<file path="config.mk">
export PLATFORM = sky130hd
export DESIGN_NAME = refdiv_dual
export DESIGN_NICKNAME = d
export VERILOG_FILES = /design/src/rtl/refdiv_pkg.sv /design/src/rtl/refdiv_ratio_sel.sv /design/src/rtl/refdiv_counter.sv /design/src/rtl/refdiv_outreg.sv /design/src/rtl/refdiv_dual.sv
export SDC_FILE = /design/constraint.sdc
export NUM_CORES = 1
export LEC_CHECK = 0
export BUFFER_PORTS_ARGS = -buffer_cell sky130_fd_sc_hd__buf_2
export CORE_MARGIN = 2
export CORE_UTILIZATION = 40
export CTS_BUF_LIST = sky130_fd_sc_hd__clkbuf_4 sky130_fd_sc_hd__clkbuf_8
export CTS_CLUSTER_SIZE = 20
export DETAILED_ROUTE_END_ITERATION = 6
export PLACE_DENSITY = 0.57
export SLEW_MARGIN = 15
export SYNTH_ARGS = -nofsm -noshare
export SYNTH_HDL_FRONTEND = slang
export SYNTH_SLANG_ARGS = --single-unit
</file>
<file path="constraint.sdc">
create_clock -name clk -period 4.4 [get_ports clk]
set_input_delay 0.44 -clock clk [delete_from_list [all_inputs] [get_ports clk]]
set_output_delay 0.44 -clock clk [all_outputs]
set_load 0.01 [all_outputs]
</file>
<file path="src/rtl/refdiv_pkg.sv">
package refdiv_pkg;

  localparam int unsigned MAX_RATIO = 1024;
  localparam int unsigned RATIO_W   = $clog2(MAX_RATIO + 1);

  typedef enum logic {
    BUS_TWO_WIRE   = 1'b0,
    BUS_THREE_WIRE = 1'b1
  } bus_mode_e;

  // Returns the division ratio, or 0 for the off setting.
  function automatic int unsigned pick_ratio(input logic three_wire,
                                             input logic [2:0] code,
                                             input logic sel);
    int unsigned r;
    r = 0;
    if (!three_wire) begin
      case (code)
        3'd0:    r = 25;
        3'd1:    r = 50;
        3'd2:    r = 140;
        3'd3:    r = 250;
        3'd4:    r = 256;
        3'd5:    r = 512;
        3'd6:    r = 0;
        default: r = 1024;
      endcase
    end else if (!sel) begin
      case (code[1:0])
        2'd0:    r = 25;
        2'd1:    r = 50;
        2'd2:    r = 140;
        default: r = 250;
      endcase
    end else begin
      case (code[1:0])
        2'd0:    r = 50;
        2'd1:    r = 100;
        2'd2:    r = 280;
        default: r = 500;
      endcase
    end
    return r;
  endfunction

endpackage

</file>
<file path="src/rtl/refdiv_ratio_sel.sv">
module refdiv_ratio_sel
  import refdiv_pkg::*;
#(
  parameter int unsigned CNT_W = RATIO_W
) (
  input  logic             bus_mode,
  input  logic [2:0]       ratio_code,
  input  logic             ref_sel,
  output logic [CNT_W-1:0] dec_ratio,
  output logic             dec_off
);

  int unsigned raw;

  always_comb begin
    raw       = pick_ratio(bus_mode == BUS_THREE_WIRE, ratio_code, ref_sel);
    dec_ratio = CNT_W'(raw);
    dec_off   = (raw == 0);
  end

endmodule

</file>
<file path="src/rtl/refdiv_counter.sv">
module refdiv_counter #(
  parameter int unsigned CNT_W = 11
) (
  input  logic             clk,
  input  logic             rst,
  input  logic [CNT_W-1:0] dec_ratio,
  input  logic             dec_off,
  output logic             wrap,
  output logic [CNT_W-1:0] cnt_nxt,
  output logic [CNT_W-1:0] half_nxt,
  output logic             off_nxt,
  output logic             act_off
);

  logic [CNT_W-1:0] cnt;
  logic [CNT_W-1:0] act_ratio;
  logic [CNT_W-1:0] ratio_nxt;

  always_comb begin
    wrap      = !act_off && (cnt == act_ratio - 1'b1);
    cnt_nxt   = cnt + 1'b1;
    ratio_nxt = act_ratio;
    off_nxt   = act_off;
    if (act_off || wrap) begin
      cnt_nxt   = '0;
      ratio_nxt = dec_ratio;
      off_nxt   = dec_off;
    end
    half_nxt = ratio_nxt >> 1;
  end

  always_ff @(posedge clk) begin
    if (rst) begin
      cnt       <= '0;
      act_ratio <= dec_ratio;
      act_off   <= dec_off;
    end else begin
      cnt       <= cnt_nxt;
      act_ratio <= ratio_nxt;
      act_off   <= off_nxt;
    end
  end

  // the count never leaves the active period
  p_cnt_range_r5: assert property (@(posedge clk) disable iff (rst)
    !act_off |-> (cnt < act_ratio));

  // the active ratio is only replaced at a terminal count or from off
  p_hold_r8: assert property (@(posedge clk) disable iff (rst)
    (!wrap && !act_off) |=> $stable(act_ratio));

endmodule

</file>
<file path="src/rtl/refdiv_outreg.sv">
module refdiv_outreg #(
  parameter int unsigned CNT_W = 11
) (
  input  logic             clk,
  input  logic             rst,
  input  logic             wrap,
  input  logic [CNT_W-1:0] cnt_nxt,
  input  logic [CNT_W-1:0] half_nxt,
  input  logic             off_nxt,
  output logic             pulse_q,
  output logic             half_q
);

  always_ff @(posedge clk) begin
    if (rst) begin
      pulse_q <= 1'b0;
      half_q  <= 1'b0;
    end else begin
      pulse_q <= wrap;
      half_q  <= !off_nxt && (cnt_nxt >= half_nxt);
    end
  end

  // pulse lasts one cycle
  p_pulse_single_r5: assert property (@(posedge clk) disable iff (rst)
    pulse_q |=> !pulse_q);

  // outputs quiet after a reset cycle
  p_reset_quiet_r9: assert property (@(posedge clk)
    rst |=> (!pulse_q && !half_q));

endmodule

</file>
<file path="src/rtl/refdiv_dual.sv">
module refdiv_dual
  import refdiv_pkg::*;
#(
  parameter int unsigned CNT_W = RATIO_W
) (
  input  logic       clk,
  input  logic       rst,
  input  logic       bus_mode,
  input  logic [2:0] ratio_code,
  input  logic       ref_sel,
  output logic       cmp_pulse,
  output logic       cmp_half
);

  logic [CNT_W-1:0] dec_ratio;
  logic             dec_off;
  logic             wrap;
  logic [CNT_W-1:0] cnt_nxt;
  logic [CNT_W-1:0] half_nxt;
  logic             off_nxt;
  logic             act_off;

  refdiv_ratio_sel #(.CNT_W(CNT_W)) u_sel (
    .bus_mode   (bus_mode),
    .ratio_code (ratio_code),
    .ref_sel    (ref_sel),
    .dec_ratio  (dec_ratio),
    .dec_off    (dec_off)
  );

  refdiv_counter #(.CNT_W(CNT_W)) u_cnt (
    .clk       (clk),
    .rst       (rst),
    .dec_ratio (dec_ratio),
    .dec_off   (dec_off),
    .wrap      (wrap),
    .cnt_nxt   (cnt_nxt),
    .half_nxt  (half_nxt),
    .off_nxt   (off_nxt),
    .act_off   (act_off)
  );

  refdiv_outreg #(.CNT_W(CNT_W)) u_out (
    .clk      (clk),
    .rst      (rst),
    .wrap     (wrap),
    .cnt_nxt  (cnt_nxt),
    .half_nxt (half_nxt),
    .off_nxt  (off_nxt),
    .pulse_q  (cmp_pulse),
    .half_q   (cmp_half)
  );

  // square indication is low while the pulse is high
  p_sq_low_r6: assert property (@(posedge clk) disable iff (rst)
    cmp_pulse |-> !cmp_half);

  // off setting keeps both outputs low
  p_off_silent_r7: assert property (@(posedge clk) disable iff (rst)
    act_off |=> (!cmp_pulse && !cmp_half));

endmodule

</file>
==> metrics.csv <==
metric,value,unit
Die H,72.9,um
CP Class,register to register,
Initial Util,40.7,%
Seq cells post-synth,25,
worst r2r path cells,14,
Placed Cells,268,
die area,0.00531,mm^2
WL/cell,15.6,um
Worst R2R Start,u_cnt.act_ratio[0],
max frequency,0.281,GHz
Post-Layout Cell Count,272,
Pleak,0.843,nW
CTS Buf Count,3,
via count,1499,
global-route wire length before repair,7100,um
WL final,4250,um
CTS Buffer Depth,2,
"FFs w/ async S/R, synth",0,%
Final Setup Violations,0,
most common flop cell mapped by yosys,dfxtp_1,
initial antenna violation count,0,
startpoint types,register,
Slew HR,52.7,%
CP Launch Point,u_cnt.act_ratio[0],
Mapped Cells,215,
PD cells,279,mW/mm^2
Detail Placement HPWL,3410,um
Clock Latency Late Sink,0.27,ns
Die Span X,72.9,um
worst setup path end,u_out.half_q,
Placer Congestion,0.804,
drt drc,0,
worst setup margin,0.843,ns
"Max FO, Critical Path",19,
Tcrit/Tclk final,80.8,%
max-slew violations,0,
Worst R2R Setup Slack,0.84,ns
"commonest non-fill, non-tap cell in the layout",nor2_1,
"EDFF count, synth",1,
Initial DRC Count,90,
"CTS clk-pin slew, worst paths",0.09,ns
WP data required,4.55,ns
root buffer cell,clkbuf_8,
Total Neg Setup Slack,0,ns
WP depth,14,
number of max-cap violations,0,
Hold Crit Class,input port to register,
CP cell instances,nor3_1 -> nor4b_4 -> xnor2_1 -> nand4_2 -> o21bai_2 -> buf_4 -> or2_1 -> ha_1 -> nand2b_1 -> a21o_1 -> a21oi_1 -> o21ai_0 -> o221ai_1 -> a32oi_2,
Mapped Area,0.00190,mm^2
diode count,0,
Final Hold Viols,0,
Syn. warnings,0,
status,"finished, final reports clean",
Crit path max-delay family,simple AND/OR/NAND/NOR gates,
Layout Utilization,42.9,%
RSZ-0062 raised after global routing,no,
most frequent cells in the layout,"27 x nor2_1, 24 x dfxtp_1, 12 x xnor2_1, 12 x ha_1",
CTS tree,built,
Global Route Usage Sum,17.6,%
Final #Nets,238,
worst slew pin tran,0.704,ns
worst path bufs/invs,1,
Mapped Nets,234,
Clock Skews,0.00223,ns
Antenna Nets Post-Route,0,
minimum clock period,3.56,ns
CP Data Arrival Time,3.71,ns
Via density,5.51,
share of layout cells above drive strength 1,15.1,%
CP max stage cell,nor3_1,
# IOs,9,
vias in the first global route,1394,
sequential share of the synthesized area,26.9,%
area of the core,0.00466,mm^2
"Largest stage delay, worst path",0.61,ns
post-CTS setup buffer count,0,
largest net degree at the start of global routing,20,
router iterations before antenna repair,4,
PortBufs,8,
cts hold-fix bufs,0,
post-cts resize count,0,
Setup WS pre-CTS,0.883,ns
"Avg Cell Area, Syn",8.82,um^2
Layout area overhead,5.41,%
Netlist cell types,44,
Site Rows,25,
grt total ovfl,0,
Setup crit end kind,register,
clock sink count,25,
H-tree depth,1,
"IR drop worst, VDD",188,uV
R2R Path End,u_out.half_q,
==> metrics by stage <==
step,area [um^2],power (mW),hold WS [ns]
after floorplan,1900,0.386,0.493
after global placement,1950,0.417,0.552
after detailed placement,1950,0.418,0.558
after CTS,2000,0.565,0.390
after global routing,2000,0.595,0.414
final,2000,0.558,0.402
==> sequential cells by signal, summed over array words and instances, names as in the netlist <==
register,count
u_cnt.cnt,11
u_out.pulse_q,1
u_cnt.act_off,1
u_out.half_q,1
u_cnt.act_ratio,11
==> cells by family (layout without fill, tap and decap cells) <==
kind of cell / count (synthesis) / count (layout) / synth area share [%]
AOI/OAI and AO/OA: 36 / 36 / 13.9
DFF: 25 / 25 / 26.9
muxes: 20 / 20 / 12.9
and+or+nand+nor: 84 / 84 / 23.7
buffers and inverters: 17 / 20 / 5.01
adders and majority gates: 12 / 12 / 7.92
xor gates and xnor gates: 21 / 21 / 9.70
==> cell usage after synthesis, types with 7 or more instances <==
cell type / instances / area share [%]
nor2_1: 27 / 5.3
xnor2_1: 12 / 5.5
nor3_1: 9 / 2.4
o21ai_0: 9 / 2.4
mux2i_1: 9 / 4.7
dfxtp_1: 24 / 25
xor2_1: 9 / 4.2
ha_1: 12 / 7.9
nor2b_1: 7 / 2.3
nand3_1: 8 / 2.1
nand2_1: 8 / 1.6
mux2_4: 8 / 6.3
==> routing by layer <==
metal | track usage (%) | vias to the layer above | routed length, um
met1 | 25.2 | 704 | 2170
met4 | 4.94 | 0 | 66
met2 | 26.7 | 16 | 1920
li1 | - | 773 | -
met5 | 0 | - | 0
met3 | 3.59 | 6 | 91
==> how the worst min path moves through the flow <==
stage | slack (ns) | to | cells past startpoint | start
CTS | 0.39 | u_cnt.cnt[0] | 2 | rst
detailed placement | 0.56 | u_cnt.act_ratio[10] | 1 | u_cnt.act_ratio[10]
global placement | 0.55 | u_cnt.act_ratio[10] | 1 | u_cnt.act_ratio[10]
floorplan | 0.49 | u_cnt.cnt[0] | 1 | u_cnt.cnt[0]
global route | 0.41 | u_cnt.cnt[1] | 2 | rst
finish | 0.40 | u_cnt.cnt[0] | 2 | rst
==> power by group <==
| part | total, mW | switching (mW) | internal [mW] |
|---|---|---|---|
| Sequential | 0.270 | 0.0273 | 0.242 |
| Combinational | 0.144 | 0.0727 | 0.0710 |
| Clock | 0.145 | 0.0735 | 0.0710 |
==> cell type report <==
| class | count | area, um^2 |
|---|---|---|
| fill | 478 | 2660 |
| multi-input combinational | 173 | 1290 |
| timing repair buffer | 10 | 55.1 |
| tap | 54 | 67.6 |
| sequential | 25 | 510 |
| inverter | 6 | 22.5 |
| clock buffer | 4 | 48.8 |
Note: power is estimated with default switching activity, not from simulation.
